File: src/rtl/seq_mod_counter.sv
module seq_mod_counter #(
  parameter int VAL_W = 3,
  parameter int PH_W  = 2,
  parameter logic [VAL_W-1:0] TERM0 = 3'd7,
  parameter logic [VAL_W-1:0] TERM1 = 3'd5,
  parameter logic [VAL_W-1:0] TERM2 = 3'd3
) (
  input  logic             clk,
  input  logic             rst,
  input  logic             en,
  output logic [VAL_W-1:0] count,
  output logic [PH_W-1:0]  phase,
  output logic             run_end,
  output logic             pattern_end
);

  localparam logic [PH_W-1:0] PH_LAST = PH_W'(2);

  logic [VAL_W-1:0] term;
  logic             ph_bad;
  logic             at_term;

  always_comb begin
    case (phase)
      PH_W'(0): term = TERM0;
      PH_W'(1): term = TERM1;
      default:  term = TERM2;
    endcase
  end

  assign ph_bad      = (phase > PH_LAST);
  assign at_term     = !ph_bad && (count == term);
  assign run_end     = en && at_term;
  assign pattern_end = run_end && (phase == PH_LAST);

  always_ff @(posedge clk) begin
    if (rst) begin
      count <= '0;
      phase <= '0;
    end else if (en) begin
      if (ph_bad) begin
        count <= '0;
        phase <= '0;
      end else if (at_term) begin
        count <= '0;
        phase <= (phase == PH_LAST) ? '0 : phase + 1'b1;
      end else begin
        count <= count + 1'b1;
      end
    end
  end

endmodule

File: config.mk
export PLATFORM = sky130hd
export DESIGN_NAME = seq_mod_counter
export DESIGN_NICKNAME = d
export VERILOG_FILES = /design/src/rtl/seq_mod_counter.sv
export SDC_FILE = /design/constraint.sdc
export NUM_CORES = 1
export LEC_CHECK = 0
export ABC_AREA = 1
export BUFFER_PORTS_ARGS = -buffer_cell sky130_fd_sc_hd__buf_2
export CAP_MARGIN = 20
export CORE_AREA = 2 2 39 41
export CTS_BUF_LIST = sky130_fd_sc_hd__clkbuf_8
export CTS_CLUSTER_DIAMETER = 40
export DETAILED_ROUTE_END_ITERATION = 8
export DIE_AREA = 0 0 41 43
export GPL_TIMING_DRIVEN = 0
export PLACE_DENSITY = 0.49
export RECOVER_POWER = 50
export SETUP_SLACK_MARGIN = 0.3
export SLEW_MARGIN = 10
export SYNTH_ARGS = -nofsm -noshare
export SYNTH_HDL_FRONTEND = slang
export SYNTH_SLANG_ARGS = --single-unit
File: constraint.sdc
create_clock -name clk -period 1.1 [get_ports clk]
set_input_delay 0.165 -clock clk [delete_from_list [all_inputs] [get_ports clk]]
set_output_delay 0.165 -clock clk [all_outputs]
set_load 0.01 [all_outputs]
==> results.toml <==
[routing]
avgRoutedWirePerCell_um = 11.3
vias = 380
wirelength_um = 962
drc = 0
ant_nets = 0
drt_iter0_markers = 6
drt-pass1-iter-count = 4
vias_per_cell = 4.47

[sta]
slew_headroom_pct = 86.1
fin_crit_sh_pct = 124
setup_viol = 6
finalHoldWorstSlack_ps = 130
rsz0062_at_grt = "true"
hold_viol = 0
worst_pin_slew_ps = 208
min_period_ps = 1360
max_freq_ghz = 0.733
slew_viol_final = 0
setup_ws_ps = -263
skew_ps = 1.21

[placement]
post-place-cells = 67
gp_congestion = 0.703
port_buffers = 8
hpwlAfterDp_um = 504

[pwr]
p_sw_share_pct = 22.4
power.density_mw_per_mm2 = 897
seqPwrFrac_pct = 30.7
total_power_uw = 624
peakVddDrop_v = 0.000405
p_leak_uw = 0.000333
power.switching_uw = 140
pwr-share-clk_pct = 52.4
power_frac_comb_pct = 17.0
internal_power_uw = 484

[synthesis]
yosysMostFrequentCell = "nand2_1"
ys_warn_count = 0
synth_seq_cells = 5
synth_edf_count = 0
synth.top_cells.by_area = "dfxtp_1, nand2_1, bufbuf_16"
avgSynthCellArea_sq_um = 7.45
ys_seq_area_share_pct = 31.3
synth_top_area_share_pct = 31.3
ys.flop_type = "dfxtp_1"
synth.distinct_cells = 16
synth_cells = 43
synth_nets = 47
yosys.area.top_type = "dfxtp_1"
syn-cell-area_sq_um = 320
synthArstFlopShare_pct = 0
synth.cells.most_frequent = "nand2_1, a21oi_1, dfxtp_1, nor2_1"

[global_route]
antenna_found_initial = 0
use_met3_pct = 3.14
grt_util_met1_pct = 13.9
grt_pass1_wl_um = 1320
grt-ovfl-total = 0
grt_max_degree = 9
grt_usage_pct = 11.8
busiest_layer = "met2"
grt_pass1_vias = 322
use_met2_pct = 16.6

[clock_network]
h-tree-depth = 1
numCtsBuffers = 3
clk_latency_ps = 220
clkTransAtPathRegs_ps = 40
cts-root-buf = "clkbuf_8"
cts_buffer_depth = 2
cts_tree = "built"
cts.sinks = 5

[floorplan]
num_rows = 14
dieArea_sq_mm = 0.00176
die_w_um = 41
io_pins = 10
die_y_um = 43
core_sq_mm = 0.00138
start_util_pct = 23.1

[outcome]
violations = "setup timing"
status = "complete, but fails checks"

[worst_setup_path]
start_kind = "flip-flop"
critical_path_class = "flip-flop to output port"
r2r-start = "phase[1]"
reg2reg_to = "phase[0]"
path_max_fanout = 4
r2r_cells = 12
reg2reg_setup_slack_ps = -210
worstPathRequired_ps = 940
crit_path_end_kind = "output port"
cp.arrival_ps = 1200

[cells_and_area]
finalNonFillerCells = 85
finish.utilization_pct = 50.3
nets = 74
final.fill_count = 130
num_antenna_cells = 0
multi_input_area_sq_um = 264
drive_above_1_share_pct = 68.1
regArea_sq_um = 115
area_delta_synth_final_pct = 117

[worst_hold_path]
hp-class = "primary input to flip-flop"
hold_start = "rst"
holdPathEnd = "count[1]"
hold_path_depth = 2

[job]
maxCapViolations = 0
cell type report:
class                           count  share of cell area [%]
Multi-Input combinational cell     33                    37.9
Timing Repair Buffer               22                    29.0
Sequential cell                     5                    16.5
Clock buffer                        3                    5.94
Buffer                              1                    4.68
Tap cell                           16                    2.88
Inverter                            4                    2.52
Clock inverter                      1                   0.540
repair_timing:
item	in CTS	in global routing
hold buffers	0	0
pin swaps	2	5
gates resized for setup	17	13
setup buffers	11	3
setup endpoints to repair	12	12
critical path, stage by stage (launching register included):
cell	delay, ps
dfxtp_4	370
inv_4	60
nand2_4	70
nand2_4	50
nand2_4	70
nand3_4	100
nor3_4	120
buf_2	150
power by group through the flow:
stage | clock network [uW] | registers (uW) | logic [uW]
floorplan | 0 | 197 | 42.1
global placement | 0 | 196 | 58.3
detailed placement | 0 | 196 | 57.9
CTS | 338 | 193 | 81.4
global route | 367 | 192 | 114
finish | 327 | 191 | 106
through the flow:
step | TNS [ps] | cell area, sq um | setup slack [ps]
2_1_floorplan | 0 | 365 | 44.8
3_3_place_gp | -165 | 425 | -73.9
3_5_place_dp | -227 | 425 | -103
4_1_cts | -1140 | 618 | -259
5_1_grt | -1530 | 696 | -320
6_report | -1210 | 696 | -263
flip-flops by register name, summed over array words and instances, names as in the netlist:
| name | count |
|---|---|
| phase | 2 |
| count | 3 |
worst max path at each step:
stage | start | to | slack (ps)
2_1_floorplan | phase[1] | pattern_end | 40
3_3_place_gp | phase[1] | pattern_end | -70
3_5_place_dp | phase[1] | pattern_end | -100
4_1_cts | phase[1] | pattern_end | -260
5_1_grt | phase[1] | pattern_end | -320
6_report | phase[1] | pattern_end | -260
cells by family after synthesis:
| kind of cell | count (synthesis) | synth area share [%] |
|---|---|---|
| simple gates | 25 | 37.1 |
| buf+inv | 5 | 14.8 |
| fa+ha+maj | 1 | 3.91 |
| compound gates | 7 | 12.9 |
| flops | 5 | 31.3 |
placed cells by master, fill, tap and decap left out:
cell type	netlist	final
a21oi_4	0	1
nor3_1	2	1
nand3_4	0	2
nand2_4	0	5
clkbuf_8	0	3
nor2_4	1	1
nor2_1	4	4
bufbuf_16	1	1
inv_1	3	3
a211oi_2	0	1
nand3_1	3	2
dfxtp_1	5	1
a21oi_2	1	2
nand2_2	1	2
inv_4	0	1
nand2_1	12	6
buf_6	0	11
buf_2	0	2
nand4_1	1	1
dfxtp_4	0	4
nor3_4	0	1
buf_4	0	9
inv_2	1	1
a21oi_1	5	3
ha_1	1	1
routing by layer:
metal  vias up  part of all wire (%)
li1        196                     -
met1       168                    40
met2        12                    56
met3         4                   2.2
met4         0                   1.8
met5         -                     0
Note: power is estimated with default switching activity, not from simulation.
